**config.mk**
```make
export PLATFORM = sky130hd
export DESIGN_NAME = ledr_deser
export DESIGN_NICKNAME = d
export VERILOG_FILES = /design/src/rtl/ledr_deser_pkg.sv /design/src/rtl/ledr_edge_det.sv /design/src/rtl/ledr_data_sr.sv /design/src/rtl/ledr_comp_sr.sv /design/src/rtl/ledr_deser.sv
export SDC_FILE = /design/constraint.sdc
export NUM_CORES = 1
export LEC_CHECK = 0
export CAP_MARGIN = 15
export CORE_MARGIN = 2
export CORE_UTILIZATION = 47
export DETAILED_ROUTE_END_ITERATION = 12
export DONT_BUFFER_PORTS = 1
export GPL_ROUTABILITY_DRIVEN = 0
export PLACE_DENSITY = 0.63
export SETUP_SLACK_MARGIN = 0.2
export SYNTH_ARGS = -nofsm -noshare
export SYNTH_HDL_FRONTEND = slang
export SYNTH_HIERARCHICAL = 1
export SYNTH_SLANG_ARGS = --single-unit
```
**constraint.sdc**
```tcl
create_clock -name clk -period 6.1 [get_ports clk]
set_input_delay 0.61 -clock clk [delete_from_list [all_inputs] [get_ports clk]]
set_output_delay 0.61 -clock clk [all_outputs]
set_load 0.02 [all_outputs]
```
**src/rtl/ledr_deser_pkg.sv**
```systemverilog
package ledr_deser_pkg;

   // One sample of the four line wires.
   typedef struct packed {
      logic st_t;
      logic st_f;
      logic ph_t;
      logic ph_f;
   } line_t;

   // Idle line: state 0, phase 0, complements high.
   localparam line_t LINE_IDLE = 4'b0101;

   // Both pairs carry complementary rails.
   function automatic logic line_ok(line_t l);
      return (l.st_t ^ l.st_f) & (l.ph_t ^ l.ph_f);
   endfunction

endpackage

```
**src/rtl/ledr_edge_det.sv**
```systemverilog
module ledr_edge_det
   import ledr_deser_pkg::*;
(
   input  logic  clk,
   input  logic  rst_n,
   input  line_t line_i,
   output logic  shift_o,
   output logic  bit_o,
   output logic  bad_o
);

   line_t smp_q;
   logic  par_q;
   logic  par_now;

   always_ff @(posedge clk or negedge rst_n) begin
      if (!rst_n) begin
         smp_q <= LINE_IDLE;
         par_q <= 1'b0;
      end else begin
         smp_q <= line_i;
         if (shift_o) par_q <= par_now;
      end
   end

   always_comb begin
      par_now = smp_q.st_t ^ smp_q.ph_t;
      bad_o   = !line_ok(smp_q);
      shift_o = !bad_o && (par_now != par_q);
      bit_o   = smp_q.st_t;
   end

endmodule

```
**src/rtl/ledr_data_sr.sv**
```systemverilog
module ledr_data_sr #(
   parameter int WORD_W   = 8,
   parameter bit TWO_PATH = 1'b1
) (
   input  logic              clk,
   input  logic              rst_n,
   input  logic              shift_i,
   input  logic              bit_i,
   output logic [WORD_W-1:0] word_nxt_o
);

   localparam int HALF_W = WORD_W / 2;

   generate
      if (TWO_PATH) begin : g_split
         logic [HALF_W-1:0] ev_q, ev_d, od_q, od_d;
         logic              sel_q;

         always_comb begin
            ev_d = ev_q;
            od_d = od_q;
            if (shift_i) begin
               if (!sel_q) ev_d = {bit_i, ev_q[HALF_W-1:1]};
               else        od_d = {bit_i, od_q[HALF_W-1:1]};
            end
         end

         always_ff @(posedge clk or negedge rst_n) begin
            if (!rst_n) begin
               ev_q  <= '0;
               od_q  <= '0;
               sel_q <= 1'b0;
            end else begin
               ev_q <= ev_d;
               od_q <= od_d;
               if (shift_i) sel_q <= ~sel_q;
            end
         end

         for (genvar i = 0; i < HALF_W; i++) begin : g_merge
            assign word_nxt_o[2*i]   = ev_d[i];
            assign word_nxt_o[2*i+1] = od_d[i];
         end
      end else begin : g_single
         logic [WORD_W-1:0] sr_q, sr_d;

         always_comb begin
            sr_d = sr_q;
            if (shift_i) sr_d = {bit_i, sr_q[WORD_W-1:1]};
         end

         always_ff @(posedge clk or negedge rst_n) begin
            if (!rst_n) sr_q <= '0;
            else        sr_q <= sr_d;
         end

         assign word_nxt_o = sr_d;
      end
   endgenerate

endmodule

```
**src/rtl/ledr_comp_sr.sv**
```systemverilog
module ledr_comp_sr #(
   parameter int WORD_W = 8
) (
   input  logic clk,
   input  logic rst_n,
   input  logic shift_i,
   output logic done_o
);

   localparam int FILL_W = WORD_W - 1;

   logic [FILL_W-1:0] fill_q;

   assign done_o = shift_i & fill_q[FILL_W-1];

   always_ff @(posedge clk or negedge rst_n) begin
      if (!rst_n) begin
         fill_q <= '0;
      end else if (shift_i) begin
         if (done_o) fill_q <= '0;
         else        fill_q <= {fill_q[FILL_W-2:0], 1'b1};
      end
   end

endmodule

```
**src/rtl/ledr_deser.sv**
```systemverilog
module ledr_deser
   import ledr_deser_pkg::*;
#(
   parameter int WORD_W   = 8,
   parameter bit TWO_PATH = 1'b1
) (
   input  logic              clk,
   input  logic              rst_n,
   input  logic              state_p,
   input  logic              state_n,
   input  logic              phase_p,
   input  logic              phase_n,
   input  logic              ack_i,
   output logic [WORD_W-1:0] word_o,
   output logic              req_o,
   output logic              err_o,
   output logic              ovr_o
);

   if (WORD_W < 4) begin : g_bad_width
      $error("ledr_deser: WORD_W must be at least 4");
   end
   if (TWO_PATH && (WORD_W % 2 != 0)) begin : g_bad_split
      $error("ledr_deser: two-lane mode needs an even WORD_W");
   end

   line_t             line;
   logic              shift, bit_val, bad, done, busy;
   logic [WORD_W-1:0] word_nxt;

   assign line = '{st_t: state_p, st_f: state_n, ph_t: phase_p, ph_f: phase_n};

   ledr_edge_det u_edge (
      .clk     (clk),
      .rst_n   (rst_n),
      .line_i  (line),
      .shift_o (shift),
      .bit_o   (bit_val),
      .bad_o   (bad)
   );

   ledr_data_sr #(.WORD_W(WORD_W), .TWO_PATH(TWO_PATH)) u_data (
      .clk        (clk),
      .rst_n      (rst_n),
      .shift_i    (shift),
      .bit_i      (bit_val),
      .word_nxt_o (word_nxt)
   );

   ledr_comp_sr #(.WORD_W(WORD_W)) u_comp (
      .clk     (clk),
      .rst_n   (rst_n),
      .shift_i (shift),
      .done_o  (done)
   );

   assign busy = req_o & ~ack_i;

   always_ff @(posedge clk or negedge rst_n) begin
      if (!rst_n) begin
         word_o <= '0;
         req_o  <= 1'b0;
         err_o  <= 1'b0;
         ovr_o  <= 1'b0;
      end else begin
         req_o <= done | busy;
         if (bad) err_o <= 1'b1;
         if (done) begin
            if (busy) ovr_o  <= 1'b1;
            else      word_o <= word_nxt;
         end
      end
   end

endmodule

```
After elaboration in Yosys (flattened, before gate mapping)
Index checks and enable logic that the tools add are counted.
- bits in registers: 32
- input bits: 7
- output and inout bits: 11
- eq/ne operators: 1
- multiplexer cells: 5
- bitwise operators: 10
- reductions and logical operators: 3
- operator list (operator ; count):
    4-bit two-way mux ; 4
    7-bit two-way mux ; 1
    2-bit AND reduction ; 2
    1-bit bitwise AND ; 3
    1-bit NOT ; 3
    1-bit bitwise XOR ; 3
    1-bit logical AND ; 1
    1-bit inequality test ; 1
    1-bit OR ; 1

Longest topological paths before layout
- depth after elaboration: 5
- mapped depth: 7
- gate-level depth less buffers: 6

By module
The synthesis kept the hierarchy.
- by module, submodules not included (module ; instances ; cells an instance ; area each (um2) ; sequential area each (um2)):
    ledr_deser ; 1 ; 25 ; 441.7 ; 275.3
    ledr_data_sr ; 1 ; 20 ; 344.1 ; 225.2
    ledr_comp_sr ; 1 ; 18 ; 272.8 ; 175.2
    ledr_edge_det ; 1 ; 26 ; 267.8 ; 127.6

Least setup slack after synthesis
OpenSTA, ideal clock, no wires.
- path type: reg-to-reg
- from: reg u_edge/smp_q[2] (netlist name)
- to: reg word_o[3]
- arrival time: 2.095 ns
- data required time: 5.975 ns
- setup slack: 3.880 ns
- stages on the path, launching flop included: 8
- path buffers: 1
- period minus slack after synthesis: 2.220 ns
- cells stage by stage: dfstp_2 buf_6 and3b_1 o21ai_1 o22ai_1 nand2_2 mux2_1 mux2_4
- RTL lines (what ; RTL line ; text):
    start: declaration ; ledr_edge_det.sv:12 ; line_t smp_q;
    start signal: assignment ; ledr_edge_det.sv:21 ; smp_q <= line_i;
    1-bit bitwise XOR ; ledr_deser_pkg.sv:16 ; return (l.st_t ^ l.st_f) & (l.ph_t ^ l.ph_f);
    1-bit bitwise AND ; ledr_deser_pkg.sv:16 ;
    1-bit logical AND ; ledr_edge_det.sv:29 ; shift_o = !bad_o && (par_now != par_q);
    named net shift ; ledr_deser.sv:28 ; logic shift, bit_val, bad, done, busy;
    4-bit two-way mux ; ledr_data_sr.sv:22 ; if (shift_i) begin
    named net word_nxt[3] ; ledr_deser.sv:29 ; logic [WORD_W-1:0] word_nxt;
    end signal: assignment ; ledr_deser.sv:70 ; else word_o <= word_nxt;
    end: declaration ; ledr_deser.sv:14 ; output logic [WORD_W-1:0] word_o,
The timed path passes the listed nets, and every way through them passes these cells.
A chain may end at the register's enable or synchronous reset.

Worst setup path after layout
- from: reg u_edge/smp_q[2] (netlist name)
- to: reg word_o[1]
The elaborated chain is that of the path after synthesis.

==> metrics.yaml <==
ctsResizeCount: 0
syn_inst: 89
syn_area_sq_mm: 0.00133
worstSetupPathType: "reg2reg"
timing_hold_violations_final: 0
crit_family: "compound AO/OA/AOI/OAI gates"
total_power_mw: 0.607
grt_pass1_vias: 690
r2r_cells: 6
setup_viol: 0
ys_ff_latch: 32
first_iter_violations: 13
rsz0062_at_grt: "no"
start_kind: "flop"
crit_required_ps: 6330
slew_headroom: 0.479
async_flop_share: 1.00
placed_area_sq_mm: 0.00135
placementRows: 19
regToRegEndpoint: "word_o[1]$_DFFE_PN0P_"
peakVddDrop_v: 0.000278
io_pins: 18
worst_pin_slew_ps: 781
maxCapViolCount: 0
maxSlewViolCount: 0
utilization: 0.536
fin_area_sq_mm: 0.00145
p_int_mw: 0.433
p_per_area_mw_per_mm2: 418
vias_per_cell: 5.24
fin_crit_ps: 2420
globalRouteOverflowTotal: 0
clk_path_buf_depth: 2
grt_pass1_wl_um: 3420
p_sw_mw: 0.174
area_growth_pct: 9.62
drc_errors: 0
firstDrtPassIters: 4
grt_max_degree: 31
cp.arrival_ps: 2650
die_h_um: 57.1
synth_cell_type_count: 31
multi_input_area_sq_um: 500
grt_use_total: 0.143
cts_inserted_buffers: 5
nets: 103
cts-root-buf: "clkbuf_4"
antenna_found_initial: 0
final_common_cell: "dfrtp_1"
cts_htree_levels: 2
core_sq_mm: 0.00271
cts_setup_buffers: 0
cts_sinks: 32
swShare: 0.287
ys_seq_area_frac: 0.606
syn-num-nets: 96
dp.cells: 119
final-seq-area_sq_um: 803
fmax_ghz: 0.414
dp_hpwl_um: 1350
clk_latency_ps: 330
die-area_sq_mm: 0.00326
syn-mean-instance-area_sq_um: 14.9
fin_skew_ps: 11.4
leakage_nw: 0.700
crit_fanout: 9
crit_path_max_incr_delay_ps: 620
insertedDiodeCount: 0
hold_path_class: "in2async"
clkTransAtPathRegs_ps: 110
start_util: 0.489
vias: 671
stdcell_count: 128
p_comb_frac: 0.179
synth_warnings: 6
r2r_slack_ps: 3680
cts_tree: "built"
clkPwrFrac: 0.264
wl_per_cell_um: 15.7
drive_above_1_share: 0.392
crit_chain: "and3b_1 > o21ai_1 > o22ai_1 > nand2_2 > mux2_1 > mux2_4"
p_seq_frac: 0.558
status: "finished, final reports clean"
die_x_um: 57.1
final_cell_mix: "dfrtp_1 (30), mux2_4 (8), clkbuf_4 (5), a22o_2 (5)"
drt-total-wl_um: 2010
fillers: 244
cts_hold_buffers: 1
critPathBufInv: 0
fin_tns_setup_ps: 0
period_share: 0.396
cp-end-kind: "flop"
synth_edf_count: 0
critPathSlowestCell: "dfstp_2"
antenna_left: 0
worstReg2RegStart: "u_edge/smp_q[2]$_DFF_PN1_"
yosys_most_used_dff: "dfrtp_1"
port_buffers: 0
==> through the flow <==
stage	hold slack (ps)	setup WS (ps)
after floorplan	314	3880
after global placement	315	3770
after detailed placement	315	3650
after CTS	72.8	3640
after global routing	68.2	3460
final	80.4	3680
==> per-layer routing <==
metal,wire (um),vias to the layer above,GRT usage
met2,962,11,0.220
met4,50,0,0.0698
met3,81,5,0.0635
li1,-,324,-
met1,917,331,0.172
met5,0,-,0
==> worst max-delay path by stage <==
stage / slack [ps] / from / endpoint / cells after the start
after CTS: 3640 / u_edge/smp_q[2]$_DFF_PN1_ / word_o[1]$_DFFE_PN0P_ / 6
after detailed placement: 3650 / u_edge/smp_q[2]$_DFF_PN1_ / word_o[1]$_DFFE_PN0P_ / 6
final: 3680 / u_edge/smp_q[2]$_DFF_PN1_ / word_o[1]$_DFFE_PN0P_ / 6
after global routing: 3460 / u_edge/smp_q[2]$_DFF_PN1_ / word_o[1]$_DFFE_PN0P_ / 6
after floorplan: 3880 / u_edge/smp_q[2]$_DFF_PN1_ / word_o[3]$_DFFE_PN0P_ / 7
after global placement: 3770 / u_edge/smp_q[2]$_DFF_PN1_ / word_o[7]$_DFFE_PN0P_ / 6
==> cell families after synthesis <==
family / Yosys count / synth area share
flops: 32 / 0.606
simple gates: 18 / 0.108
mux: 17 / 0.166
compound gates: 15 / 0.0840
buf+inv: 4 / 0.0170
xor+xnor: 3 / 0.0198
==> power groups by stage <==
stage | Clock, mW | Sequential [mW] | Combinational [mW]
2_1_floorplan | 0 | 0.330 | 0.0934
3_3_place_gp | 0 | 0.340 | 0.101
3_5_place_dp | 0 | 0.343 | 0.104
4_1_cts | 0.165 | 0.339 | 0.110
5_1_grt | 0.176 | 0.346 | 0.119
6_report | 0.160 | 0.339 | 0.108
==> cell type report <==
type / instances / share of cell area
Clock buffer: 5 / 0.0258
Clock inverter: 3 / 0.0293
Inverter: 3 / 0.00775
Multi-Input combinational cell: 53 / 0.344
Sequential cell: 32 / 0.552
Tap cell: 31 / 0.0267
Timing Repair Buffer: 1 / 0.0138
==> sequential cells by signal, indices dropped and copies added (netlist names) <==
register              flops
word_o                    8
u_comp/fill_q             7
u_data/g_split.ev_q       4
u_data/g_split.od_q       4
u_edge/smp_q              3
err_o                     1
ovr_o                     1
req_o                     1
u_data/g_split.sel_q      1
u_edge/bit_o              1
u_edge/par_q              1
==> Yosys cell counts (all sizes together), types with 2 or more instances <==
cell,number,area share
dfrtp,30,0.57
mux2,16,0.16
nand2,6,0.025
a22o,5,0.038
a21oi,3,0.011
inv,3,0.0085
o21ai,3,0.011
xor2,3,0.020
and2,2,0.010
and3b,2,0.014
dfstp,2,0.040
nand2b,2,0.021
nor2b,2,0.015
(Power assumes the default switching activity.)
